<file path="config.mk">
export PLATFORM = sky130hd
export DESIGN_NAME = clksw_ctrl
export DESIGN_NICKNAME = d
export VERILOG_FILES = /design/src/rtl/clksw_pkg.sv /design/src/rtl/clksw_regbank.sv /design/src/rtl/clksw_stab_timer.sv /design/src/rtl/clksw_sel_sync.sv /design/src/rtl/clksw_ctrl.sv
export SDC_FILE = /design/constraint.sdc
export NUM_CORES = 1
export LEC_CHECK = 0
export CORE_AREA = 2 2 39 41
export CTS_CLUSTER_DIAMETER = 200
export CTS_CLUSTER_SIZE = 20
export DETAILED_ROUTE_END_ITERATION = 8
export DIE_AREA = 0 0 41 43
export GPL_TIMING_DRIVEN = 0
export PLACE_DENSITY_LB_ADDON = 0.3
export REMOVE_ABC_BUFFERS = 1
export SYNTH_ARGS = -nofsm -noshare
export SYNTH_HDL_FRONTEND = slang
export SYNTH_SLANG_ARGS = --single-unit
</file>
<file path="constraint.sdc">
create_clock -name clk -period 4 [get_ports clk]
set_input_delay 0.4 -clock clk [delete_from_list [all_inputs] [get_ports clk]]
set_output_delay 0.4 -clock clk [all_outputs]
set_load 0.02 [all_outputs]
</file>
<file path="src/rtl/clksw_pkg.sv">
package clksw_pkg;

  localparam int CW = 4;
  localparam int SEL_BIT = 0;
  localparam int OFF_BIT = 1;
  localparam int WDT_BIT = 2;
  localparam int LEN_BIT = 3;

  typedef enum logic [1:0] {
    WR_OK    = 2'd0,
    WR_HALT  = 2'd1,
    WR_BOTH  = 2'd2,
    WR_EARLY = 2'd3
  } wr_verdict_e;

  // Decide whether a proposed word may replace the stored one.
  function automatic wr_verdict_e judge_write(input logic [CW-1:0] cur,
                                              input logic [CW-1:0] nxt,
                                              input logic rdy);
    wr_verdict_e v;
    v = WR_OK;
    if (nxt[OFF_BIT] && !nxt[SEL_BIT])
      v = WR_HALT;
    else if ((nxt[SEL_BIT] != cur[SEL_BIT]) && (nxt[OFF_BIT] != cur[OFF_BIT]))
      v = WR_BOTH;
    else if (cur[SEL_BIT] && !nxt[SEL_BIT] && !rdy)
      v = WR_EARLY;
    return v;
  endfunction

  // Power-up of the main oscillator: bit 1 falls through an accepted write.
  function automatic logic is_restart(input logic [CW-1:0] cur,
                                      input logic [CW-1:0] nxt);
    return cur[OFF_BIT] && !nxt[OFF_BIT];
  endfunction

endpackage

</file>
<file path="src/rtl/clksw_regbank.sv">
module clksw_regbank
  import clksw_pkg::*;
(
  input  logic          clk,
  input  logic          rst_n,
  input  logic          wr_en,
  input  logic [CW-1:0] wr_data,
  input  logic          err_clr,
  input  logic          main_ready,
  output logic [CW-1:0] ctrl_q,
  output logic          wr_err,
  output logic          wr_accept,
  output logic          wr_reject,
  output logic          osc_restart
);

  wr_verdict_e verdict;

  always_comb begin
    verdict     = judge_write(ctrl_q, wr_data, main_ready);
    wr_accept   = wr_en && (verdict == WR_OK);
    wr_reject   = wr_en && (verdict != WR_OK);
    osc_restart = wr_accept && is_restart(ctrl_q, wr_data);
  end

  always_ff @(posedge clk or negedge rst_n) begin
    if (!rst_n) begin
      ctrl_q <= '0;
    end else if (wr_accept) begin
      ctrl_q <= wr_data;
    end
  end

  always_ff @(posedge clk or negedge rst_n) begin
    if (!rst_n) begin
      wr_err <= 1'b0;
    end else if (wr_reject) begin
      wr_err <= 1'b1;
    end else if (err_clr) begin
      wr_err <= 1'b0;
    end
  end

endmodule

</file>
<file path="src/rtl/clksw_stab_timer.sv">
module clksw_stab_timer #(
  parameter int STAB_TICKS = 8
) (
  input  logic clk,
  input  logic rst_n,
  input  logic restart,
  input  logic osc_off,
  input  logic sub_tick,
  output logic ready,
  output logic stab_done
);

  localparam int CNT_W = (STAB_TICKS > 1) ? $clog2(STAB_TICKS) : 1;
  localparam logic [CNT_W-1:0] LAST = CNT_W'(STAB_TICKS - 1);

  logic [CNT_W-1:0] cnt_q;

  assign stab_done = !ready && !osc_off && !restart && sub_tick && (cnt_q == LAST);

  always_ff @(posedge clk or negedge rst_n) begin
    if (!rst_n) begin
      ready <= 1'b1;
      cnt_q <= '0;
    end else if (restart || osc_off) begin
      ready <= 1'b0;
      cnt_q <= '0;
    end else if (stab_done) begin
      ready <= 1'b1;
    end else if (!ready && sub_tick) begin
      cnt_q <= cnt_q + 1'b1;
    end
  end

endmodule

</file>
<file path="src/rtl/clksw_sel_sync.sv">
module clksw_sel_sync (
  input  logic clk,
  input  logic rst_n,
  input  logic sel_req,
  input  logic main_ph,
  input  logic sub_ph,
  output logic sel_q,
  output logic sel_move
);

  logic quiet;

  assign quiet    = !main_ph && !sub_ph;
  assign sel_move = quiet && (sel_req != sel_q);

  always_ff @(posedge clk or negedge rst_n) begin
    if (!rst_n) begin
      sel_q <= 1'b0;
    end else if (sel_move) begin
      sel_q <= sel_req;
    end
  end

endmodule

</file>
<file path="src/rtl/clksw_ctrl.sv">
module clksw_ctrl
  import clksw_pkg::*;
#(
  parameter int STAB_TICKS = 8
) (
  input  logic          clk,
  input  logic          rst_n,
  input  logic          wr_en,
  input  logic [CW-1:0] wr_data,
  input  logic          err_clr,
  input  logic          stop_mode,
  input  logic          main_ph,
  input  logic          sub_ph,
  input  logic          sub_tick,
  output logic [CW-1:0] ctrl_q,
  output logic          clk_sel,
  output logic          main_osc_en,
  output logic          main_ready,
  output logic          wdt_tap_sel,
  output logic          div_len12,
  output logic          lcd_clk_en,
  output logic          wr_err
);

  logic wr_accept;
  logic wr_reject;
  logic osc_restart;
  logic stab_done;
  logic sel_move;

  clksw_regbank u_regs (
    .clk         (clk),
    .rst_n       (rst_n),
    .wr_en       (wr_en),
    .wr_data     (wr_data),
    .err_clr     (err_clr),
    .main_ready  (main_ready),
    .ctrl_q      (ctrl_q),
    .wr_err      (wr_err),
    .wr_accept   (wr_accept),
    .wr_reject   (wr_reject),
    .osc_restart (osc_restart)
  );

  clksw_stab_timer #(.STAB_TICKS(STAB_TICKS)) u_stab (
    .clk       (clk),
    .rst_n     (rst_n),
    .restart   (osc_restart),
    .osc_off   (ctrl_q[OFF_BIT]),
    .sub_tick  (sub_tick),
    .ready     (main_ready),
    .stab_done (stab_done)
  );

  clksw_sel_sync u_sel (
    .clk      (clk),
    .rst_n    (rst_n),
    .sel_req  (ctrl_q[SEL_BIT]),
    .main_ph  (main_ph),
    .sub_ph   (sub_ph),
    .sel_q    (clk_sel),
    .sel_move (sel_move)
  );

  // Power-down waits until the multiplexer has really left the main clock.
  assign main_osc_en = !(ctrl_q[OFF_BIT] && clk_sel);
  assign wdt_tap_sel = ctrl_q[WDT_BIT];
  assign div_len12   = ctrl_q[LEN_BIT];
  assign lcd_clk_en  = sub_tick && !stop_mode;

endmodule

</file>
### After elaboration in Yosys (flattened, before gate mapping)

Cells that the tools add are included.

| word-level totals | value |
|---|---|
| bits in registers | 10 |
| bits of input ports | 12 |
| word-level logic and storage cells | 54 |

| cells by class | value |
|---|---|
| $add $sub $neg | 1 |
| eq/ne operators | 5 |
| muxes and demuxes | 10 |
| reduce and logical (&&, ||, !) cells | 33 |

Operator list:

| kind | number |
|---|---|
| 1-bit logical AND | 17 |
| 1-bit zero test | 9 |
| 3-bit two-way mux | 3 |
| 2-bit nonzero test | 4 |
| 2-bit two-way mux | 3 |
| 1-bit two-way mux | 4 |
| 3-bit by 1-bit adder with 3-bit output, second input constant | 1 |
| 3-bit equality test, second input constant | 1 |
| 1-bit inequality test | 3 |
| 2-bit zero test | 1 |
| 2-bit by 1-bit inequality test with 1-bit output, second input constant | 1 |
| 2-bit AND reduction | 1 |
| 1-bit logical OR | 1 |

### Logic depth before layout (Yosys ltp)

| logic depth | value |
|---|---|
| depth after elaboration | 15 |
| depth in mapped cells | 5 |
| gate-level depth less buffers | 5 |

### By module

Synthesis repeated with hierarchy kept, for this count alone.

| second synthesis, totals | value |
|---|---|
| cells, all modules | 52 |
| area, all modules | 614.3 µm² |

Modules (own cells, without submodules):

| module | times used | cells an instance | area each (µm²) |
|---|---|---|---|
| clksw_regbank | 1 | 21 | 276.5 |
| clksw_stab_timer | 1 | 22 | 251.5 |
| clksw_sel_sync | 1 | 5 | 53.8 |
| clksw_ctrl | 1 | 4 | 32.5 |

### Least setup slack after synthesis

Ideal clock, no wire load.

| timing | value |
|---|---|
| path kind | reg-to-reg |
| from | register u_regs.ctrl_q[1] |
| to | register u_regs.ctrl_q[0] |
| arrival time | 1.554 ns |
| required time | 3.875 ns |
| setup slack | 2.321 ns |
| stages on the path, launching flop included | 5 |
| path through | dfrtp_1 > ha_1 > nor2_1 > nor4b_4 > mux2_2 |

| between the ends | value |
|---|---|
| word-level cells in the longest chain between the ends | 6 |

RTL lines:

| what | RTL line | source |
|---|---|---|
| start: declaration | clksw_regbank.sv:10 | `output logic [CW-1:0] ctrl_q,` |
| start signal: assignment | clksw_regbank.sv:30 | `ctrl_q <= wr_data;` |
| 1-bit inequality test | clksw_pkg.sv:24 | `else if ((nxt[SEL_BIT] != cur[SEL_BIT]) && (nxt[OFF_BIT] != cur[OFF_BIT]))` |
| 1-bit logical AND | clksw_pkg.sv:24 |  |
| 2-bit two-way mux | clksw_pkg.sv:24 |  |
| 2-bit two-way mux | clksw_pkg.sv:22 | `if (nxt[OFF_BIT] && !nxt[SEL_BIT])` |
| 2-bit zero test | clksw_regbank.sv:21 | `wr_accept = wr_en && (verdict == WR_OK);` |
| 1-bit logical AND | clksw_regbank.sv:21 |  |

Every way passes these cells.
A chain may end at the register's enable or synchronous reset.

### Final worst setup path

| timing | value |
|---|---|
| from | input port wr_data[0] |
| to | register u_regs.ctrl_q[1] |

| between the ends | value |
|---|---|
| word-level cells in the longest chain between the ends | 8 |

RTL lines:

| what | RTL line | source |
|---|---|---|
| start: declaration | clksw_ctrl.sv:9 | `input logic [CW-1:0] wr_data,` |
| 1-bit zero test | clksw_pkg.sv:22, clksw_pkg.sv:26 |  |
| 1-bit logical AND (2 in a row) | clksw_pkg.sv:26 | `else if (cur[SEL_BIT] && !nxt[SEL_BIT] && !rdy)` |
| 2-bit two-way mux | clksw_pkg.sv:26 |  |
| 2-bit two-way mux | clksw_pkg.sv:24 |  |
| 2-bit two-way mux * | clksw_pkg.sv:22 |  |
| 2-bit zero test * | clksw_regbank.sv:21 |  |
| 1-bit logical AND * | clksw_regbank.sv:21 |  |

Every way passes the cells marked *; elsewhere a longest branch is shown, timed or not.

==> summary.txt <==
Critical path
  – Arrival @ worst endpoint: 2240 ps
  – Worst setup SP type: primary input
  – Critical Path End Type: register
  – Worst Path Max Fanout: 8
  – Worst Path Required: 4160 ps
  – Crit Path Class: primary input to register

Layout
  – FILL cells: 127
  – Leading cell types in the layout, fill and taps excluded: clkdlybuf4s50_1 (22), dfrtp_1 (9), mux2_2 (5)
  – Final #Nets: 83
  – Register area: 251 µm²
  – Multi-input logic area: 256 µm²
  – Layout cell share with drive strength beyond 1: 19.7%
  – Non-Filler Instances: 82
  – Leading cell type in the layout, fill and taps excluded: clkdlybuf4s50_1
  – Ant. Diodes: 0
  – Area Overhead vs Synth: 44.9%

Pwr
  – Overall Power: 0.525 mW
  – Leakage: about 0.35 nW
  – Worst vdd ir: 0.000372 V
  – PD cells: roughly 660 nW/µm²

Placement
  – DP HPWL: 719 µm
  – DP Cell Count: 78
  – Dpl ws: 1610 ps
  – GPL Wtd Cong: 0.696
  – PortBufs: 22

STA
  – Slew headroom: 66.8%
  – Pins Over Slew Limit: 0
  – Fmax: 0.480 GHz
  – Clock period minus worst slack: between 2000 and 2500 ps
  – Fin crit share: ~52%
  – Final Worst Setup Slack: 1920 ps
  – Fin Setup TNS: 0 ps
  – Final hold vios: 0
  – Worst Skew: 0.439 ps
  – Slew @ Worst Pin: 496 ps
  – RSZ-0062 raised after global routing: false
  – Final setup viols: 0

CTS
  – H-tree depth: 1
  – # clock sinks: 10
  – Root buffer cell: clkbuf_4
  – CTS tree: built
  – Hold_buf cts: 0
  – Post-CTS setup buffer count: 0
  – Clk_lat worst skew: ~270 ps
  – Post-CTS sizing: 0
  – Inserted Clock Buffers: 3
  – Worst-case clock buffer depth: 2
  – Clock transition at path regs: 70 ps

Synthesis
  – Area fraction in compound gates after synthesis: 8.66%
  – Post-Syn Area: 549 µm²
  – Adder-cell share of the synthesized area: 9.11%
  – Simple-gate share of the synthesized area: 13.4%
  – Dominant cell type by area after synthesis: dfrtp_1
  – Synth Instances: 44
  – Combinational family with the most area after synthesis: multiplexers
  – Synth unique cells: 18
  – Sequential area share after synthesis: 45.8%
  – Post-Synth XOR/XNOR Area: 1.59%
  – Synthesized area per cell: 12.5 µm²
  – Synth area leaders: dfrtp_1 (41%), mux2_2 (10%), ha_1 (9.1%)
  – Synth Warn #: 0
  – Yosys top cell area share: about two fifths
  – Post-synthesis mux area share: 13.9%
  – Seq cells post-synth: 10

Routing
  – Post-route ant nets: 0
  – WL per Instance: 10.8 µm
  – DR vias: ~400
  – Final wirelength: 885 µm
  – Mean number of vias per cell: roughly 4.8
  – 1st-pass router iterations: 1
  – # DRC: 0
  – Initial drt markers: 0

Global route
  – First-pass GRT wire length: 1590 µm
  – Vias in the first global route: 398
  – Largest net degree at the start of global routing: 11
  – Grt ovf: 0
  – Tot GR Track Use: 14.1%
  – Initial antenna violation count: 0

Die
  – Die area: roughly 1800 µm²
  – Die Span X: a little over 40 µm
  – Num rows: 14
  – Die Y: 43 µm
  – Initial Utilization: 39.7%
  – Io pins: 23
  – Core box area: 1380 µm²

Run
  – Max_cap viols: 0

Outcome
  – Outcome: finished clean

Worst hold path
  – Worst Hold Class: primary input to async pin
==> cells by family after synthesis <==
logic type | after synthesis
muxes | 7
adders and majority gates | 4
DFF | 10
AOI/OAI and AO/OA | 7
and+or+nand+nor | 8
xor gates and xnor gates | 1
buffers and inverters | 7
==> report_power, final <==
part	internal [mW]	leakage, nW	total (mW)	switching, mW
Sequential	0.140	0.121	0.175	0.0345
Combinational	0.138	0.209	0.258	0.120
Clock	0.0554	0.0210	0.0922	0.0368
==> synth_stat cells, drive strengths merged <==
cell type and instances:
a211oi 4, dfstp 1, o31ai 1, o21ai 1
inv 3, nor2 2, nor4b 1, a21oi 1
mux2i 2, ha 4, dfrtp 9, nor3b 1
mux2 5, nand2 1, nor2b 3, xnor2 1
buf 4
==> layer usage <==
metal  track usage [%]  routed length (µm)
met2              20.9                 416
met3              6.28                  78
met1              15.0                 364
met4              10.0                  26
met5                 0                   0
==> area by class of cell <==
cell class	instances	share of cell area, %
Sequential cell	10	31.6
Tap cell	16	2.52
Timing Repair Buffer	22	27.7
Clock buffer	4	4.56
Multi-Input combinational cell	27	32.2
Inverter	3	1.42
==> flip-flops by register name, indices dropped and copies added, names as in the netlist <==
| register | flops |
|---|---|
| u_regs.ctrl_q | 4 |
| u_regs.wr_err | 1 |
| u_sel.sel_q | 1 |
| u_stab.cnt_q | 3 |
| u_stab.ready | 1 |
==> worst paths after layout <==
check | startpoint | to | slack, ps | cells after the start
min in group clk | u_regs.ctrl_q[2]$_DFFE_PN0N_ | u_regs.ctrl_q[2]$_DFFE_PN0N_ | 530 | 1
hold / removal | rst_n | u_stab.cnt_q[2]$_DFFE_PN0P_ | 430 | 1
max in group asynchronous | rst_n | u_stab.ready$_DFFE_PN1P_ | 3240 | 1
hold reg to reg | u_regs.ctrl_q[2]$_DFFE_PN0N_ | u_regs.ctrl_q[2]$_DFFE_PN0N_ | 530 | 1
setup reg to reg | u_regs.ctrl_q[1]$_DFFE_PN0N_ | u_regs.ctrl_q[1]$_DFFE_PN0N_ | 2160 | 4
setup / recovery | wr_data[0] | u_regs.ctrl_q[1]$_DFFE_PN0N_ | 1920 | 6
==> through the flow <==
| step | hold slack, ps | util [%] | area (µm²) |
|---|---|---|---|
| 6_report | 430 | 57.5 | 796 |
| 5_1_grt | 468 | 57.5 | 796 |
| 4_1_cts | 440 | 57.5 | 796 |
| 3_5_place_dp | 526 | 54.9 | 759 |
| 3_3_place_gp | 518 | 54.9 | 759 |
| 2_1_floorplan | 104 | - | 519 |
==> worst max-delay path: stages <==
cell,delay [ps]
clkdlybuf4s50_1,540
inv_1,60
ha_1,270
nor2_1,70
nor4b_4,500
mux2_2,390
Power figures use the tool's default switching activity.
